File: src/rtl/cmp52_pkg.sv
package cmp52_pkg;
  typedef enum logic {
    CELL_FAST    = 1'b0,
    CELL_CASCADE = 1'b1
  } cell_form_e;
endpackage

File: src/rtl/cmp52_fa.sv
module cmp52_fa (
  input  logic a_i,
  input  logic b_i,
  input  logic c_i,
  output logic s_o,
  output logic co_o
);
  assign s_o  = a_i ^ b_i ^ c_i;
  assign co_o = (a_i & b_i) | (b_i & c_i) | (a_i & c_i);
endmodule

File: src/rtl/cmp52_cell_cascade.sv
module cmp52_cell_cascade (
  input  logic [4:0] x_i,
  input  logic [1:0] ci_i,
  output logic       sum_o,
  output logic       co1_o,
  output logic       co2_o,
  output logic       cy_o
);
  logic s1_w, t_w;

  cmp52_fa u_fa0 (.a_i(x_i[0]), .b_i(x_i[1]), .c_i(x_i[2]), .s_o(s1_w),  .co_o(co1_o));
  cmp52_fa u_fa1 (.a_i(s1_w),   .b_i(x_i[3]), .c_i(x_i[4]), .s_o(t_w),   .co_o(co2_o));
  cmp52_fa u_fa2 (.a_i(t_w),    .b_i(ci_i[0]), .c_i(ci_i[1]), .s_o(sum_o), .co_o(cy_o));

  always_comb begin
    AST_CASCADE_WEIGHT: assert (int'(sum_o) + 2 * (int'(co1_o) + int'(co2_o) + int'(cy_o))
                                == $countones(x_i) + $countones(ci_i));
  end
endmodule

File: src/rtl/cmp52_cell_fast.sv
module cmp52_cell_fast (
  input  logic [4:0] x_i,
  input  logic [1:0] ci_i,
  output logic       sum_o,
  output logic       co1_o,
  output logic       co2_o,
  output logic       cy_o
);
  logic p01_w, s1_w, p34_w, t_w, q_w, pc_w;

  // level 1: independent pairs
  assign p01_w = x_i[0] ^ x_i[1];
  assign p34_w = x_i[3] ^ x_i[4];
  assign pc_w  = ci_i[0] ^ ci_i[1];
  // level 2
  assign s1_w  = p01_w ^ x_i[2];
  assign co1_o = p01_w ? x_i[2] : x_i[0];
  // level 3
  assign t_w   = s1_w ^ p34_w;
  assign q_w   = s1_w ^ x_i[3];
  assign co2_o = q_w ? x_i[4] : s1_w;
  // level 4 + mux
  assign sum_o = t_w ^ pc_w;
  assign cy_o  = pc_w ? t_w : ci_i[0];

  always_comb begin
    AST_FAST_WEIGHT: assert (int'(sum_o) + 2 * (int'(co1_o) + int'(co2_o) + int'(cy_o))
                             == $countones(x_i) + $countones(ci_i));
    AST_CO1_PRIMARY: assert (co1_o == ($countones(x_i[2:0]) >= 2));
  end
endmodule

File: src/rtl/cmp52_row.sv
module cmp52_row #(
  parameter int                    WIDTH     = 16,
  parameter cmp52_pkg::cell_form_e CELL_FORM = cmp52_pkg::CELL_FAST
) (
  input  logic [WIDTH-1:0] a_i,
  input  logic [WIDTH-1:0] b_i,
  input  logic [WIDTH-1:0] c_i,
  input  logic [WIDTH-1:0] d_i,
  input  logic [WIDTH-1:0] e_i,
  output logic [WIDTH+1:0] sum_o,
  output logic [WIDTH+1:0] carry_o
);
  localparam int TW = WIDTH + 3;

  logic [WIDTH-1:0] s_w, co1_w, co2_w, cy_w;

  for (genvar j = 0; j < WIDTH; j++) begin : g_col
    logic [4:0] x_w;
    logic [1:0] ci_w;
    assign x_w = {e_i[j], d_i[j], c_i[j], b_i[j], a_i[j]};
    if (j == 0) begin : g_lsb
      assign ci_w = 2'b00;
    end else begin : g_mid
      assign ci_w = {co2_w[j-1], co1_w[j-1]};
    end
    if (CELL_FORM == cmp52_pkg::CELL_FAST) begin : g_fast
      cmp52_cell_fast u_cell (
        .x_i(x_w), .ci_i(ci_w), .sum_o(s_w[j]),
        .co1_o(co1_w[j]), .co2_o(co2_w[j]), .cy_o(cy_w[j])
      );
    end else begin : g_casc
      cmp52_cell_cascade u_cell (
        .x_i(x_w), .ci_i(ci_w), .sum_o(s_w[j]),
        .co1_o(co1_w[j]), .co2_o(co2_w[j]), .cy_o(cy_w[j])
      );
    end
  end

  // top lateral carries share weight WIDTH: fold with a half adder
  assign sum_o   = {1'b0, co1_w[WIDTH-1] ^ co2_w[WIDTH-1], s_w};
  assign carry_o = {1'b0, co1_w[WIDTH-1] & co2_w[WIDTH-1], cy_w};

  logic [TW-1:0] chk_total_w, chk_recon_w;
  always_comb begin
    chk_total_w = TW'(a_i) + TW'(b_i) + TW'(c_i) + TW'(d_i) + TW'(e_i);
    chk_recon_w = TW'(sum_o) + (TW'(carry_o) << 1);
    AST_ROW_TOTAL:  assert (chk_recon_w == chk_total_w);
    AST_MSB_CLEAR:  assert (!sum_o[WIDTH+1] && !carry_o[WIDTH+1]);
    AST_BIT0_PARITY: assert (sum_o[0] == (a_i[0] ^ b_i[0] ^ c_i[0] ^ d_i[0] ^ e_i[0]));
  end
endmodule

File: config.mk
export PLATFORM = sky130hd
export DESIGN_NAME = cmp52_row
export DESIGN_NICKNAME = d
export VERILOG_FILES = /design/src/rtl/cmp52_pkg.sv /design/src/rtl/cmp52_fa.sv /design/src/rtl/cmp52_cell_cascade.sv /design/src/rtl/cmp52_cell_fast.sv /design/src/rtl/cmp52_row.sv
export SDC_FILE = /design/constraint.sdc
export NUM_CORES = 1
export LEC_CHECK = 0
export BUFFER_PORTS_ARGS = -buffer_cell sky130_fd_sc_hd__buf_4
export CORE_UTILIZATION = 57
export DETAILED_ROUTE_END_ITERATION = 7
export PLACE_DENSITY_LB_ADDON = 0.12
export RECOVER_POWER = 25
export SETUP_SLACK_MARGIN = 0.2
export SYNTH_ARGS = -nofsm -noshare
export SYNTH_HDL_FRONTEND = slang
export SYNTH_SLANG_ARGS = --single-unit
File: constraint.sdc
create_clock -name vclk -period 4.3
set_clock_uncertainty 0.1 [all_clocks]
set_input_delay 0.215 -clock vclk [all_inputs]
set_output_delay 0.215 -clock vclk [all_outputs]
set_load 0.1 [all_outputs]
; Word-level counts from Yosys, hierarchy flattened
; Index checks and enable logic that the tools add are counted.
[totals]
wordCells = 159
out_inout_bits = 36
inputBits = 80
ff_bits = 0
[op_classes]
muxes = 47
n_bitwise = 112
[ops]
columns = operator, count
row1 = $xor A1 B1 Y1, 111
row2 = $mux W1, 47
row3 = $and A1 B1 Y1, 1

; Logic depth before layout (Yosys ltp)
; Gate-level depths: netlist (run 1).
[depth]
depth_word = 6
mapped_depth = 6
depth_no_buf = 5

; Hierarchy
; From an unflattened synthesis (run 1), not the netlist that was laid out.
[unflattened]
cells_unflattened = 148
area_unflattened_um2 = 1712.9
[modules_own_cells]
columns = mod, seq_area_each_um2, n_inst, area_per_inst_um2, cells_per_inst
row1 = cmp52_cell_fast, 0.0, 16, 105.1, 9
row2 = cmp52_row, 0.0, 1, 31.3, 4

; Least setup slack after synthesis (run 1)
; No wires, ideal clock.
[synth_path]
kind = input-to-output
start = input port a_i[11]
end = output port carry_o[11]
t_arrival_ns = 1.724
cell_stages = 6
slack_ns = 2.261
n_path_buf = 2
t_required_ns = 3.985
path_cell_list = buf_2 > xnor3_1 > xnor2_1 > maj3_1 > a311oi_1 > buf_4
[synth_via]
elab_chain_len = 4
[synth_lines]
columns = element, line_no
row1 = from (decl), cmp52_row.sv:5  ; input logic [WIDTH-1:0] a_i,
row2 = $xor A1 B1 Y1, cmp52_cell_fast.sv:12  ; assign p01_w = x_i[0] ^ x_i[1];
row3 = $xor A1 B1 Y1, cmp52_cell_fast.sv:16  ; assign s1_w = p01_w ^ x_i[2];
row4 = $xor A1 B1 Y1, cmp52_cell_fast.sv:19  ; assign t_w = s1_w ^ p34_w;
row5 = $mux W1, cmp52_cell_fast.sv:24  ; assign cy_o = pc_w ? t_w : ci_i[0];
row6 = to (decl), cmp52_row.sv:11  ; output logic [WIDTH+1:0] carry_o
; Every way passes these cells.

; Final worst setup path (run 1)
[layout_path]
start = input port b_i[4]
end = output port sum_o[4]
[layout_via]
elab_chain_len = 4
[layout_lines]
columns = element, line_no
row1 = from (decl), cmp52_row.sv:6  ; input logic [WIDTH-1:0] b_i,
row2 = $xor A1 B1 Y1, cmp52_cell_fast.sv:12
row3 = $xor A1 B1 Y1, cmp52_cell_fast.sv:16
row4 = $xor A1 B1 Y1, cmp52_cell_fast.sv:19
row5 = $xor A1 B1 Y1, cmp52_cell_fast.sv:23  ; assign sum_o = t_w ^ pc_w;
row6 = to (decl), cmp52_row.sv:10  ; output logic [WIDTH+1:0] sum_o,
; Every way passes these cells.

==> impl_metrics.ini, run 1 <==
[outcome]
status = complete, no violations

[yosys]
yosys_warnings = 0
syn_avg_cell_area_um2 = 7.32
ys_seq_area_share_pct = 0
yosysUniqueCellTypes = 30
syn_inst = 424
synth_area_um2 = 3100

[cells_and_area]
multi_input_area_um2 = 2590
final_area_um2 = 3500
seqCellArea_um2 = 0
final_cell_mix = 105 x buf_4, 45 x nand2_1, 32 x nor2_1
fill_cells = 465
area_growth_pct = 12.8
numSequentialCells = 0
final.clkbuf_count = 0
layout-drive-gt1-share_pct = 28.3
nets = 528
diodes = 0
fin_cells = 515
final_common_cell = buf_4

[place]
place_inst = 515
gp_congestion = 0.835
io_buffers = 113
postPlaceCellArea_um2 = 3530
place_hpwl_um = 5180

[detailed_routing]
ant_nets = 0
drc_errors = 0
wl_per_cell_um = 12.5
drt-pass1-iter-count = 5
routed_via_density = 6.09
totalWireLength_um = 6460
dr_total_vias = 3138
highest_layer = met4
drtIter0Drc = 108
met3_length_um = 354
wl_met2_um = 3170
drt-met1-wl_um = 2910

[grt]
grt_pass1_wl_um = 9970
overflow = 0
antenna_found_initial = 0
grt_pass1_vias = 2425
grt_use_total_pct = 20.6
grt_max_degree = 9

[cts]
cts_resized = 0
postCtsSetupBuffers = 0
ctsHoldBuffers = 0

[setup_path]
cp.arrival_ns = 2.11
crit_buf_inv = 2
required_ns = 3.98
critical_path_class = in2out
crit_path_start_kind = primary input
crit_family = buffers and inverters
crit_chain = buf_4 -> xnor3_1 -> xnor2_1 -> xor2_1 -> clkbuf_1
critical_path.max_fanout = 7
crit_slowest_cell = clkbuf_1
end_kind = primary output
cpPeakStageDelay_ns = 0.88

[timing]
finalSetupViolations = 0
tightest_slew_ns = 1.19
min_period_over_period_pct = 56.4
report.final.hold_viol_count = 0
drv_slew = 0
rsz0062_at_grt = false
relSlewSlack_pct = 20.7
finalCriticalPeriod_ns = 2.43
tns_ns = 0
max_freq_ghz = 0.412

[pwr]
switching_share_pct = 74.7
total_power_w = 0.00133
combPwrFrac_pct = 100.0
pwr-share-seq_pct = 0
pwr_density_cell_nw_per_um2 = 379
peakVddDrop_mv = 0.374
clkPwrFrac_pct = 0
internal_power_w = 0.000335
leakagePower_nw = 1.43
p_sw_w = 0.000991

[floorplanning]
num_io_pins = 116
dieArea_um2 = 5740
dieHeight_um = 75.8
die_w_um = 75.8
row_count = 26
start_util_pct = 60.0
core_area_um2 = 5170

[hold_path]
min_path_type = in2out

[flow_run]
cap_violations = 0
-- synthesized netlist by cell type (all sizes together) --
library cell  instances  area (um^2)
a211o                 4         35.0
xnor3                15          340
ha                    1         12.5
nor4bb               15          150
nor2                 32          120
o21a                 11         82.6
clkbuf               28          105
a2111oi              30          263
o21ai                 8         40.0
maj3                 12          123
conb                  1         3.75
nor3                  4         20.0
o2111ai              30          263
or2                  11         68.8
inv                   1         3.75
a311oi               11         96.3
o31ai                 4         30.0
xor2                 15          131
xnor2                34          365
a21oi                31          155
buf                  66          412
o211ai               15          113
nand2                45          169
-- power by group through the flow --
stage | Sequential, W | Clock (W) | Combinational [W]
2_1_floorplan | 0 | 0 | 0.00124
3_3_place_gp | 0 | 0 | 0.00134
3_5_place_dp | 0 | 0 | 0.00135
4_1_cts | 0 | 0 | 0.00135
5_1_grt | 0 | 0 | 0.00139
6_report | 0 | 0 | 0.00133
-- per-layer routing --
layer	vias up	track usage (%)
li1	1604	-
met4	0	0.617
met5	-	0
met2	103	38.3
met1	1429	28.1
met3	2	0.132
-- stage by stage --
step / worst slack (ns) / hold slack (ns) / utilization (%)
3_3_place_gp: 2.13 / 0.741 / 68.2
5_1_grt: 1.77 / 0.862 / 67.6
2_1_floorplan: 2.26 / 0.599 / -
3_5_place_dp: 2.08 / 0.743 / 68.2
6_report: 1.87 / 0.844 / 67.6
4_1_cts: 2.08 / 0.744 / 68.2
-- kinds of logic (layout without fill, tap and decap cells) --
kind of cell / Yosys count / count (layout) / share of synthesized area, %
other: 1 / 3 / 0.121
and+or+nand+nor: 107 / 107 / 17.0
buffers and inverters: 95 / 114 / 16.8
xor gates and xnor gates: 64 / 64 / 27.0
adders and majority gates: 13 / 13 / 4.36
AOI/OAI and AO/OA: 144 / 144 / 34.7
-- area by class of cell --
cell class	instances	area share [%]
Timing Repair Buffer	113	23.4
Tap cell	70	2.50
Multi-Input combinational cell	331	74.0
Inverter	1	0.107
-- tightest hold or removal path, cell delays in order --
cell and delay, ns:
buf_4 0.14, nand2_1 0.07, a311oi_1 0.07, buf_4 0.22
-- worst paths after layout --
path | startpoint | to | slack [ns] | cells past startpoint
hold / removal | e_i[7] | carry_o[8] | 0.84 | 4
setup / recovery | b_i[4] | sum_o[4] | 1.87 | 5
Note: power is estimated with default switching activity, not from simulation.
==> run 2, diff against run 1 <==
--- a/config.mk
+++ b/config.mk
@@ -6,7 +6,7 @@
 export NUM_CORES = 1
 export LEC_CHECK = 0
 export BUFFER_PORTS_ARGS = -buffer_cell sky130_fd_sc_hd__buf_4
-export CORE_UTILIZATION = 57
+export CORE_UTILIZATION = 53
 export DETAILED_ROUTE_END_ITERATION = 7
 export PLACE_DENSITY_LB_ADDON = 0.12
 export RECOVER_POWER = 25
==> constraint.sdc (replaced) <==
create_clock -name vclk -period 2.4
set_clock_uncertainty 0.1 [all_clocks]
set_input_delay 0.12 -clock vclk [all_inputs]
set_output_delay 0.12 -clock vclk [all_outputs]
set_load 0.1 [all_outputs]
==> run 2 against run 1 <==
Global-route usage fell by 1.7 points. Non-clock buffer count did not move. Final cell count rose by 0.39%. Power rose by 80%. Largest cell class unchanged. Largest power group unchanged.
==> impl_metrics.ini, run 2 (synthesized netlist as in run 1, its figures left out) <==
[place]
gp_congestion = 0.838
io_buffers = 113
place_hpwl_um = 5060

[floorplanning]
num_io_pins = 116
core_area_um2 = 5570
die_w_um = 78.5
dieArea_um2 = 6160
start_util_pct = 55.6
dieHeight_um = 78.5
row_count = 27

[detailed_routing]
ant_nets = 0
drc_errors = 0
totalWireLength_um = 6370
wl_per_cell_um = 12.3
dr_total_vias = 3104
routed_via_density = 6.00
drt-pass1-iter-count = 5
drtIter0Drc = 148

[timing]
relSlewSlack_pct = 22.8
finalSetupViolations = 0
tightest_slew_ns = 1.16
rsz0062_at_grt = false
min_period_over_period_pct = 83.7
finalCriticalPeriod_ns = 2.01
tns_ns = 0
report.final.hold_viol_count = 0
max_freq_ghz = 0.498
hold_ws_ns = 0.656
drv_slew = 0

[pwr]
internal_power_w = 0.000609
peakVddDrop_mv = 0.503
pwr-share-seq_pct = 0
clkPwrFrac_pct = 0
combPwrFrac_pct = 100.0
pwr_density_cell_nw_per_um2 = 680
leakagePower_nw = 1.45
p_sw_w = 0.00178
switching_share_pct = 74.5

[cells_and_area]
diodes = 0
layout-drive-gt1-share_pct = 29.9
final_cell_mix = 105 x buf_4, 45 x nand2_1, 32 x nor2_1
final.clkbuf_count = 0
area_growth_pct = 13.2
final_common_cell = buf_4
seqCellArea_um2 = 0
numSequentialCells = 0
nets = 528

[hold_path]
min_path_type = in2out
hold_depth = 4
hp-start = e_i[11]
hold_end = carry_o[12]

[setup_path]
critical_path.max_fanout = 7
end_kind = primary output
cp.arrival_ns = 1.79
crit_path_start_kind = primary input
critical_path_class = in2out
required_ns = 2.18

[grt]
grt_pass1_wl_um = 10300
overflow = 0
antenna_found_initial = 0
grt_pass1_vias = 2478
grt_max_degree = 9
grt_use_total_pct = 18.9

[flow_run]
cap_violations = 0

[cts]
ctsHoldBuffers = 0
cts_resized = 0
postCtsSetupBuffers = 0

[outcome]
status = complete, no violations
==> run 2: power by group through the flow <==
| stage | clock [W] | sequential, W | combinational, W |
|---|---|---|---|
| 2_1_floorplan | 0 | 0 | 0.00222 |
| 3_3_place_gp | 0 | 0 | 0.00240 |
| 3_5_place_dp | 0 | 0 | 0.00242 |
| 4_1_cts | 0 | 0 | 0.00242 |
| 5_1_grt | 0 | 0 | 0.00249 |
| 6_report | 0 | 0 | 0.00239 |
==> run 2: worst max path at each step <==
stage	start	endpoint	slack, ns	cells past startpoint
global placement	b_i[3]	carry_o[3]	0.42	6
finish	b_i[2]	carry_o[2]	0.39	6
detailed placement	b_i[3]	carry_o[3]	0.40	6
global route	b_i[11]	carry_o[11]	0.30	6
floorplan	a_i[11]	carry_o[11]	0.55	6
CTS	b_i[3]	carry_o[3]	0.39	6
==> run 2: layout make-up <==
type                       instances  area, um^2
fill                             504        2060
inverter                           1        3.75
multi-input combinational        331        2590
tap                               72        90.1
timing repair buffer             113         827
==> run 2: per-layer routing <==
layer	share of wire [%]	GRT usage [%]	up-vias	wire length [um]
li1	-	-	1613	-
met2	48	34.7	93	3070
met3	5.3	0.930	0	335
met5	0	0	-	0
met4	0	0	0	0
met1	46	25.7	1398	2960
==> run 2: critical path, cell delays in order <==
cell,delay [ns]
buf_4,0.12
xnor3_1,0.40
xnor2_1,0.20
maj3_1,0.37
a311oi_1,0.24
buf_4,0.34
==> run 2: per-stage QoR <==
stage | utilization, % | cells | setup slack, ns | power, W | instance area (um^2)
global route | 63.0 | 517 | 0.297 | 0.00249 | 3510
CTS | 63.3 | 517 | 0.391 | 0.00242 | 3530
finish | 63.0 | 517 | 0.391 | 0.00239 | 3510
detailed placement | 63.3 | 517 | 0.398 | 0.00242 | 3530
floorplan | - | 426 | 0.551 | 0.00222 | 3110
global placement | 63.3 | 517 | 0.423 | 0.00240 | 3530
